## config.mk

```make
export PLATFORM = sky130hd
export DESIGN_NAME = mc_keystream_gen
export DESIGN_NICKNAME = d
export VERILOG_FILES = /design/src/rtl/kg_pkg.sv /design/src/rtl/kg_lfsr_stage.sv /design/src/rtl/kg_majority.sv /design/src/rtl/kg_seq_ctrl.sv /design/src/rtl/mc_keystream_gen.sv
export SDC_FILE = /design/constraint.sdc
export NUM_CORES = 1
export LEC_CHECK = 0
export BUFFER_PORTS_ARGS = -buffer_cell sky130_fd_sc_hd__clkbuf_2
export CAP_MARGIN = 20
export CELL_PAD_IN_SITES_DETAIL_PLACEMENT = 1
export CELL_PAD_IN_SITES_GLOBAL_PLACEMENT = 1
export CORE_UTILIZATION = 38
export CTS_CLUSTER_DIAMETER = 200
export DETAILED_ROUTE_END_ITERATION = 8
export GPL_TIMING_DRIVEN = 0
export PLACE_DENSITY_LB_ADDON = 0.15
export SLEW_MARGIN = 25
export SYNTH_ARGS = -nofsm -noshare
export SYNTH_HDL_FRONTEND = slang
export SYNTH_HIERARCHICAL = 1
export SYNTH_SLANG_ARGS = --single-unit
```

## constraint.sdc

```tcl
create_clock -name clk -period 5.3 [get_ports clk]
set_clock_uncertainty 0.15 [all_clocks]
set_input_delay 1.325 -clock clk [delete_from_list [all_inputs] [get_ports clk]]
set_output_delay 1.325 -clock clk [all_outputs]
set_load 0.02 [all_outputs]
```

## src/rtl/kg_pkg.sv

```systemverilog
package kg_pkg;
    localparam int NUM_REGS = 3;
    localparam int MAX_LEN  = 32;

    // register lengths, feedback taps (as bit masks) and majority control bits
    localparam int          KG_LEN  [NUM_REGS] = '{19, 22, 23};
    localparam logic [31:0] KG_TAPS [NUM_REGS] = '{32'h0007_2000, 32'h0030_0000, 32'h0070_0080};
    localparam int          KG_CTRL [NUM_REGS] = '{8, 10, 10};

    typedef enum logic [2:0] {
        PH_IDLE,
        PH_ZERO,
        PH_KEY,
        PH_FRAME,
        PH_WARM,
        PH_OUT,
        PH_FIN
    } kg_phase_e;
endpackage

```

## src/rtl/kg_lfsr_stage.sv

```systemverilog
module kg_lfsr_stage #(
    parameter int             LEN      = 19,
    parameter logic [LEN-1:0] TAPS     = '0,
    parameter int             CTRL_BIT = 8
) (
    input  logic clk,
    input  logic rst,
    input  logic clr,
    input  logic step,
    input  logic inj,
    output logic ctrl_bit,
    output logic msb_nx
);
    logic [LEN-1:0] state_q;
    logic           fb;

    assign fb       = (^(state_q & TAPS)) ^ inj;
    assign ctrl_bit = state_q[CTRL_BIT];
    // top bit as it will be once this cycle's step is taken
    assign msb_nx   = step ? state_q[LEN-2] : state_q[LEN-1];

    always_ff @(posedge clk) begin
        if (rst || clr) begin
            state_q <= '0;
        end else if (step) begin
            state_q <= {state_q[LEN-2:0], fb};
        end
    end

    // a clear leaves an all-zero register
    assert_clear_zero_R2: assert property (@(posedge clk) disable iff (rst)
        clr |=> (state_q == '0));

    // a register that is not stepped keeps its contents
    assert_hold_when_idle_R5: assert property (@(posedge clk) disable iff (rst)
        (!clr && !step) |=> $stable(state_q));
endmodule

```

## src/rtl/kg_majority.sv

```systemverilog
module kg_majority #(
    parameter int N = 3
) (
    input  logic [N-1:0] ctrl,
    input  logic         run_en,
    input  logic         maj_en,
    output logic [N-1:0] step
);
    logic maj;

    assign maj = (ctrl[0] & ctrl[1]) | (ctrl[0] & ctrl[2]) | (ctrl[1] & ctrl[2]);

    generate
        for (genvar g = 0; g < N; g++) begin : g_step
            assign step[g] = run_en & (~maj_en | (ctrl[g] == maj));
        end
    endgenerate
endmodule

```

## src/rtl/kg_seq_ctrl.sv

```systemverilog
module kg_seq_ctrl
    import kg_pkg::*;
#(
    parameter int KEY_BITS = 64,
    parameter int FN_BITS  = 22,
    parameter int WARM_CYC = 100,
    parameter int OUT_BITS = 228
) (
    input  logic                clk,
    input  logic                rst,
    input  logic                start,
    input  logic [KEY_BITS-1:0] key_in,
    input  logic [FN_BITS-1:0]  fn_in,
    output logic                clr,
    output logic                run_en,
    output logic                maj_en,
    output logic                inj,
    output logic                out_step,
    output logic                dir,
    output logic                fin
);
    localparam int MAX_CNT = (OUT_BITS > KEY_BITS) ? ((OUT_BITS > WARM_CYC) ? OUT_BITS : WARM_CYC)
                                                   : ((KEY_BITS > WARM_CYC) ? KEY_BITS : WARM_CYC);
    localparam int CNT_W   = $clog2(MAX_CNT + 1);
    localparam int HALF    = OUT_BITS / 2;
    localparam logic [CNT_W-1:0] KEY_LAST  = CNT_W'(KEY_BITS - 1);
    localparam logic [CNT_W-1:0] FN_LAST   = CNT_W'(FN_BITS - 1);
    localparam logic [CNT_W-1:0] WARM_LAST = CNT_W'(WARM_CYC - 1);
    localparam logic [CNT_W-1:0] OUT_LAST  = CNT_W'(OUT_BITS - 1);
    localparam logic [CNT_W-1:0] HALF_CNT  = CNT_W'(HALF);

    kg_phase_e             state_q, state_d;
    logic [CNT_W-1:0]      cnt_q, cnt_d;
    logic [KEY_BITS-1:0]   key_q, key_d;
    logic [FN_BITS-1:0]    fn_q, fn_d;

    // state register
    always_ff @(posedge clk) begin
        if (rst) begin
            state_q <= PH_IDLE;
            cnt_q   <= '0;
            key_q   <= '0;
            fn_q    <= '0;
        end else begin
            state_q <= state_d;
            cnt_q   <= cnt_d;
            key_q   <= key_d;
            fn_q    <= fn_d;
        end
    end

    // next state and outputs
    always_comb begin
        state_d  = state_q;
        cnt_d    = cnt_q;
        key_d    = key_q;
        fn_d     = fn_q;
        clr      = 1'b0;
        run_en   = 1'b0;
        maj_en   = 1'b0;
        inj      = 1'b0;
        out_step = 1'b0;
        dir      = 1'b0;
        fin      = 1'b0;
        unique case (state_q)
            PH_IDLE: begin
                if (start) begin
                    key_d   = key_in;
                    fn_d    = fn_in;
                    state_d = PH_ZERO;
                end
            end
            PH_ZERO: begin
                clr     = 1'b1;
                cnt_d   = '0;
                state_d = PH_KEY;
            end
            PH_KEY: begin
                run_en = 1'b1;
                inj    = key_q[0];
                key_d  = key_q >> 1;
                if (cnt_q == KEY_LAST) begin
                    cnt_d   = '0;
                    state_d = PH_FRAME;
                end else begin
                    cnt_d = cnt_q + 1'b1;
                end
            end
            PH_FRAME: begin
                run_en = 1'b1;
                inj    = fn_q[0];
                fn_d   = fn_q >> 1;
                if (cnt_q == FN_LAST) begin
                    cnt_d   = '0;
                    state_d = PH_WARM;
                end else begin
                    cnt_d = cnt_q + 1'b1;
                end
            end
            PH_WARM: begin
                run_en = 1'b1;
                maj_en = 1'b1;
                if (cnt_q == WARM_LAST) begin
                    cnt_d   = '0;
                    state_d = PH_OUT;
                end else begin
                    cnt_d = cnt_q + 1'b1;
                end
            end
            PH_OUT: begin
                run_en   = 1'b1;
                maj_en   = 1'b1;
                out_step = 1'b1;
                dir      = (cnt_q >= HALF_CNT);
                if (cnt_q == OUT_LAST) begin
                    cnt_d   = '0;
                    state_d = PH_FIN;
                end else begin
                    cnt_d = cnt_q + 1'b1;
                end
            end
            PH_FIN: begin
                fin     = 1'b1;
                state_d = PH_IDLE;
            end
            default: state_d = PH_IDLE;
        endcase
    end

    // a busy sequencer never re-enters the clearing phase
    assert_busy_ignores_start_R10: assert property (@(posedge clk) disable iff (rst)
        (state_q != PH_IDLE) |=> (state_q != PH_ZERO));

    // warm-up always hands over to the output phase
    assert_warm_to_out_R6: assert property (@(posedge clk) disable iff (rst)
        (state_q == PH_WARM && cnt_q == WARM_LAST) |=> (state_q == PH_OUT));
endmodule

```

## src/rtl/mc_keystream_gen.sv

```systemverilog
module mc_keystream_gen
    import kg_pkg::*;
#(
    parameter int KEY_BITS = 64,
    parameter int FN_BITS  = 22,
    parameter int WARM_CYC = 100,
    parameter int OUT_BITS = 228
) (
    input  logic                clk,
    input  logic                rst,
    input  logic                start,
    input  logic [KEY_BITS-1:0] session_key,
    input  logic [FN_BITS-1:0]  frame_num,
    output logic                ks_bit,
    output logic                ks_valid,
    output logic                ks_dir,
    output logic                done
);
    logic                clr, run_en, maj_en, inj, out_step, dir, fin;
    logic [NUM_REGS-1:0] ctrl_v, step_v, msb_nx_v;

    kg_seq_ctrl #(
        .KEY_BITS (KEY_BITS),
        .FN_BITS  (FN_BITS),
        .WARM_CYC (WARM_CYC),
        .OUT_BITS (OUT_BITS)
    ) u_ctrl (
        .clk      (clk),
        .rst      (rst),
        .start    (start),
        .key_in   (session_key),
        .fn_in    (frame_num),
        .clr      (clr),
        .run_en   (run_en),
        .maj_en   (maj_en),
        .inj      (inj),
        .out_step (out_step),
        .dir      (dir),
        .fin      (fin)
    );

    kg_majority #(.N(NUM_REGS)) u_maj (
        .ctrl   (ctrl_v),
        .run_en (run_en),
        .maj_en (maj_en),
        .step   (step_v)
    );

    generate
        for (genvar g = 0; g < NUM_REGS; g++) begin : g_reg
            localparam int L = KG_LEN[g];
            kg_lfsr_stage #(
                .LEN      (L),
                .TAPS     (KG_TAPS[g][L-1:0]),
                .CTRL_BIT (KG_CTRL[g])
            ) u_stage (
                .clk      (clk),
                .rst      (rst),
                .clr      (clr),
                .step     (step_v[g]),
                .inj      (inj),
                .ctrl_bit (ctrl_v[g]),
                .msb_nx   (msb_nx_v[g])
            );
        end
    endgenerate

    // output registers
    always_ff @(posedge clk) begin
        if (rst) begin
            ks_bit   <= 1'b0;
            ks_valid <= 1'b0;
            ks_dir   <= 1'b0;
            done     <= 1'b0;
        end else begin
            ks_valid <= out_step;
            ks_dir   <= out_step & dir;
            ks_bit   <= out_step & (^msb_nx_v);
            done     <= fin;
        end
    end

    // under majority clocking at least two registers step
    assert_majority_two_step_R5: assert property (@(posedge clk) disable iff (rst)
        (run_en && maj_en) |-> ($countones(step_v) >= 2));

    // the end of the valid window is marked by done
    assert_done_after_last_R9: assert property (@(posedge clk) disable iff (rst)
        $fell(ks_valid) |-> done);

    // done lasts one cycle
    assert_done_single_R9: assert property (@(posedge clk) disable iff (rst)
        done |=> !done);

    // within a run the direction flag never falls back to outgoing
    assert_dir_monotonic_R8: assert property (@(posedge clk) disable iff (rst)
        (ks_valid && ks_dir) |=> (!ks_valid || ks_dir));

    // no valid bit alongside done
    assert_no_valid_with_done_R7: assert property (@(posedge clk) disable iff (rst)
        done |-> !ks_valid);
endmodule

```

**Yosys cells after proc, flatten, opt, wreduce, memory -nomap -nowiden**

Index checks and enable logic that the tools add are counted.
Widths: inputs -> output; s select.

- Output and inout port bits: 4
- Flip-flop bits (word level): 165
- Bits of input ports: 89
- Word-level logic and storage cells: 87

- Multiplexer cells: 25
- $add $sub $neg: 1
- Eq/ne operators: 18
- Magnitude comparators: 1
- Bitwise gates (word level): 17
- Reduce and logical (&&, ||, !) cells: 14

Operator list:

| cell | count |
|---|---|
| $pmux 64 s2 | 1 |
| $mux 64 | 1 |
| $pmux 22 s2 | 1 |
| $pmux 8 s5 | 1 |
| $mux 8 | 4 |
| $reduce_xor 23->1 | 1 |
| $mux 22 | 1 |
| $reduce_xor 22->1 | 1 |
| $reduce_xor 19->1 | 1 |
| $pmux 3 s6 | 1 |
| $mux 3 | 5 |
| $eq 3x3->1 const B | 3 |
| $mux 1 | 9 |
| $add 8x1->8 const B | 1 |
| $and 1x1->1 | 8 |
| $eq 8x5->1 const B | 1 |
| $eq 8x6->1 const B | 1 |
| $eq 8x7->1 const B | 1 |
| $eq 8x8->1 const B | 1 |
| $ge 8x7->1 const B | 1 |
| $ne 2x1->1 const B | 4 |
| $eq 3x2->1 const B | 2 |
| $or 1x1->1 | 5 |
| $reduce_and 5->1 | 1 |
| other kinds (14) | 20 |

**Depth between registers and ports, before layout**

- Depth after elaboration: 9
- Depth in mapped cells: 9
- Depth with buffers taken out: 7

**Modules after synthesis**

Netlist, hierarchy kept.

Modules (own cells, without submodules):

| module | instances | cells an instance | area an instance (sq um) | sequential area each (sq um) |
|---|---|---|---|---|
| kg_seq_ctrl | 1 | 546 | 4232.8 | 1941.9 |
| kg_lfsr_stage (g_reg[2].u_stage) | 1 | 81 | 869.6 | 460.4 |
| kg_lfsr_stage (g_reg[1].u_stage) | 1 | 73 | 824.5 | 440.4 |
| kg_lfsr_stage (g_reg[0].u_stage) | 1 | 68 | 734.5 | 380.4 |
| mc_keystream_gen | 1 | 9 | 130.1 | 80.1 |
| kg_majority | 1 | 9 | 72.6 | 0.0 |

**Least setup slack after synthesis**

No wires, ideal clock.

- Path type: input-to-reg
- Start: input rst
- End: register u_ctrl.cnt_q[0]
- Buffers on the path: 3
- Library setup time: 128 ps
- Cell stages on the path: 4
- Data required time: 5022 ps
- Path slack: 2836 ps
- Arrival time: 2187 ps
- Path through: clkbuf_1 > clkbuf_1 > clkbuf_1 > nor2_1

RTL lines:

| what | line | source |
|---|---|---|
| from (decl) | mc_keystream_gen.sv:10 | `input logic rst,` |
| to (signal assigned) | kg_seq_ctrl.sv:46 | `cnt_q <= cnt_d;` |
| to (decl) | kg_seq_ctrl.sv:33 | `logic [CNT_W-1:0] cnt_q, cnt_d;` |

No word-level cell between the ends.

**Worst setup path in the final report**

- Start: input rst
- End: register u_ctrl.cnt_q[0]

No word-level cell between the ends.

==> results.txt <==
Grt total ovfl -> 0
CP Class -> input pin to flop
Total clock buffers created by CTS -> 17
Syn Inst Count -> 786
WL final -> 17400 µm
CTS max path bufs -> 2
Sequential power share -> 37.4%
RSZ-0062 raised after global routing -> no
DRC Markers -> 0
Commonest non-fill, non-tap cell in the layout -> nor2_1
Sw power -> 1530 µW
PortBufs -> 92
Hold EP -> u_ctrl/key_q[5]
Netlist Area Pre-Place -> 0.00686 mm²
Die height -> 136 µm
Vias/cell -> 5.12
Max Fanout on Critical Path -> 10
R2R depth -> 8
Critical Path RT -> 5450 ps
RR Endpoint -> g_reg[2].u_stage/state_q[0]
Startpoint Class -> input pin
Min-Delay Path Depth -> 2
Synth top area cells -> dfxtp_1 (48%), nor2_1 (12%), mux2i_1 (8.9%)
WP data arrival -> 2990 ps
Synth top area share -> 48.1%
Internal Pwr Total -> 2850 µW
Final hold vios -> 0
Mean Syn Cell Area -> 8.73 µm²
DP Cell Count -> 1103
Min-delay src -> u_ctrl/key_q[5]
Worst VDD drop -> 0.318 mV
Total vias in the final route -> 5801
Fin nets -> 992
Leakage power -> 0.00333 µW
R2R setup slack -> 2530 ps
Post-CTS Setup Inserts -> 0
DP Wirelength -> 12700 µm
Prevailing post-synth register cell -> dfxtp_1
Worst Setup End Kind -> flop
Post-Layout Cell Count -> 1134
Worst path slowest cell -> clkbuf_1
CTS tree -> built
Root buffer cell -> clkbuf_16
Routed Antenna Nets -> 0
Async SR Flop Fraction -> 0%
Hold WC Path Type -> flop to flop
# setup viols final -> 0
Share of layout cells above drive strength 1 -> 17.1%
Most frequent cells in the layout -> nor2_1 (217), dfxtp_1 (165), clkbuf_2 (92), nand2_1 (74), mux2i_1 (61)
Initial Util -> 39.3%
Setup TNS -> 0 ps
Clock Sink Count -> 165
Status -> finished, final reports clean
Total Power -> 4380 µW
Pwr dens -> 532 mW/mm²
Layout area overhead -> 19.9%
Reg2reg start -> u_ctrl/state_q[1]
Largest net degree at the start of global routing -> 17
Maximum clock frequency -> 353 MHz
# IOs -> 93
GRT Util Overall -> 19.8%
Yosys top cell by area -> dfxtp_1
Total iterations of the first detailed-routing run -> 4
Synth cell types -> 53
Slew margin rel. -> 59.9%
Area of the multi-input gates -> 0.00324 mm²
Vias in the first global route -> 6092
GPL Wtd Cong -> 0.805
FF/Latch Area -> 0.00330 mm²
Row count -> 48
Max_cap viols -> 0
H-tree lvl count -> 4
Slew Limit Fails -> 0
Initial antenna violation count -> 0
Most Frequent Cell on Critical Path -> clkbuf_1
DIE AREA -> 0.0186 mm²
Skew-Pair Late Insertion Delay -> 430 ps
Worst path cell trace -> clkbuf_2 -> clkbuf_1 -> clkbuf_1 -> clkbuf_1 -> nor2_1
Hold buffer count at cts -> 0
Sequential area share after synthesis -> 48.1%
Inserted Diodes -> 0
Synthesized Nets -> 881
Min setup slack post-route -> 2470 ps
Reg clk slew, reported paths -> 60 ps
Yosys warnings -> 6
Dpl ws -> 1980 ps
Switching share of power -> 34.9%
Clk network pwr share -> 30.0%
CTS resizes -> 0
Routed wire per std cell -> 15.3 µm
Die W -> 136 µm
DR iter-0 viols -> 167
Comb pwr share -> 32.6%
Yosys reg bits -> 165
Slowest cell delay on critical path -> 490 ps
Final period util -> 53.5%
Area of the core -> 0.0175 mm²
Filler Cell Count -> 2084
Least-Margin Pin Slew -> 602 ps
Post-synth EDFFs -> 0
Final Critical Period -> 2830 ps
First-pass GRT wire length -> 28900 µm
## metrics by stage
| stage | instance area (µm²) | hold WS [ps] | utilization (%) |
|---|---|---|---|
| finish | 8230 | 312 | 47.1 |
| detailed placement | 7610 | 302 | 43.5 |
| floorplan | 6860 | 287 | - |
| CTS | 8230 | 311 | 47.1 |
| global route | 8230 | 335 | 47.1 |
| global placement | 7610 | 293 | 43.5 |
## power groups by stage
stage	Combinational, µW	Clock [µW]	Sequential [µW]
final	1430	1310	1640
after global routing	1590	1410	1670
after floorplan	1100	0	1620
after global placement	1370	0	1640
after CTS	1450	1350	1640
after detailed placement	1440	0	1660
## state kept, by name, indices dropped and copies added (netlist names)
name	count
done	1
g.u_stage/state_q	64
ks_bit	1
ks_dir	1
ks_valid	1
u_ctrl/cnt_q	8
u_ctrl/fn_q	22
u_ctrl/key_q	64
u_ctrl/state_q	3
## layout make-up
class | count | area share, %
plain buffers | 58 | 3.57
clock inverters | 8 | 1.79
clock buffers | 23 | 5.81
well taps | 225 | 3.42
flip-flops and latches | 165 | 40.1
repair buffers | 92 | 5.59
inverters | 8 | 0.365
multi-input cells | 555 | 39.3
## critical path: cells and delay by family
| family | cells | cell delay [ps] |
|---|---|---|
| AND/OR/NAND/NOR | 1 | 100 |
| buffers and inverters | 4 | 1550 |
## kinds of logic after synthesis
logic type | count (synthesis) | share of synthesized area (%)
simple gates | 387 | 24.8
flops | 165 | 48.1
compound gates | 85 | 9.33
buf+inv | 66 | 4.72
mux | 64 | 9.44
xor+xnor | 13 | 2.48
fa+ha+maj | 6 | 1.09
## worst max-delay path by stage
| stage | startpoint | to | slack (ps) | cells past startpoint |
|---|---|---|---|---|
| after floorplan | rst | u_ctrl/cnt_q[0] | 2840 | 4 |
| after global placement | rst | u_ctrl/cnt_q[0] | 2040 | 5 |
| after detailed placement | rst | u_ctrl/cnt_q[0] | 1980 | 5 |
| after CTS | rst | u_ctrl/cnt_q[0] | 2420 | 5 |
| after global routing | rst | u_ctrl/key_q[2] | 2280 | 5 |
| final | rst | u_ctrl/cnt_q[0] | 2470 | 5 |
## Yosys cell counts, types with 6 or more instances
cell type and count:
nor3_1 12, a22oi_1 22, nand2_1 74, buf_6 6, nor2_1 217, buf_2 16
a21oi_1 25, nor4_1 43, ha_1 6, dfxtp_1 165, mux2i_1 61, xor2_1 7
a311oi_1 21, inv_1 8, clkbuf_1 33
## metal layers
metal  global-route usage [%]  part of all wire, %  vias up
li1                         -                    -     2917
met3                     5.56                  4.2       21
met4                     7.90                  2.0        0
met5                        0                    0        -
met2                     35.4                   51       95
met1                     22.1                   43     2768
(Power assumes the default switching activity.)
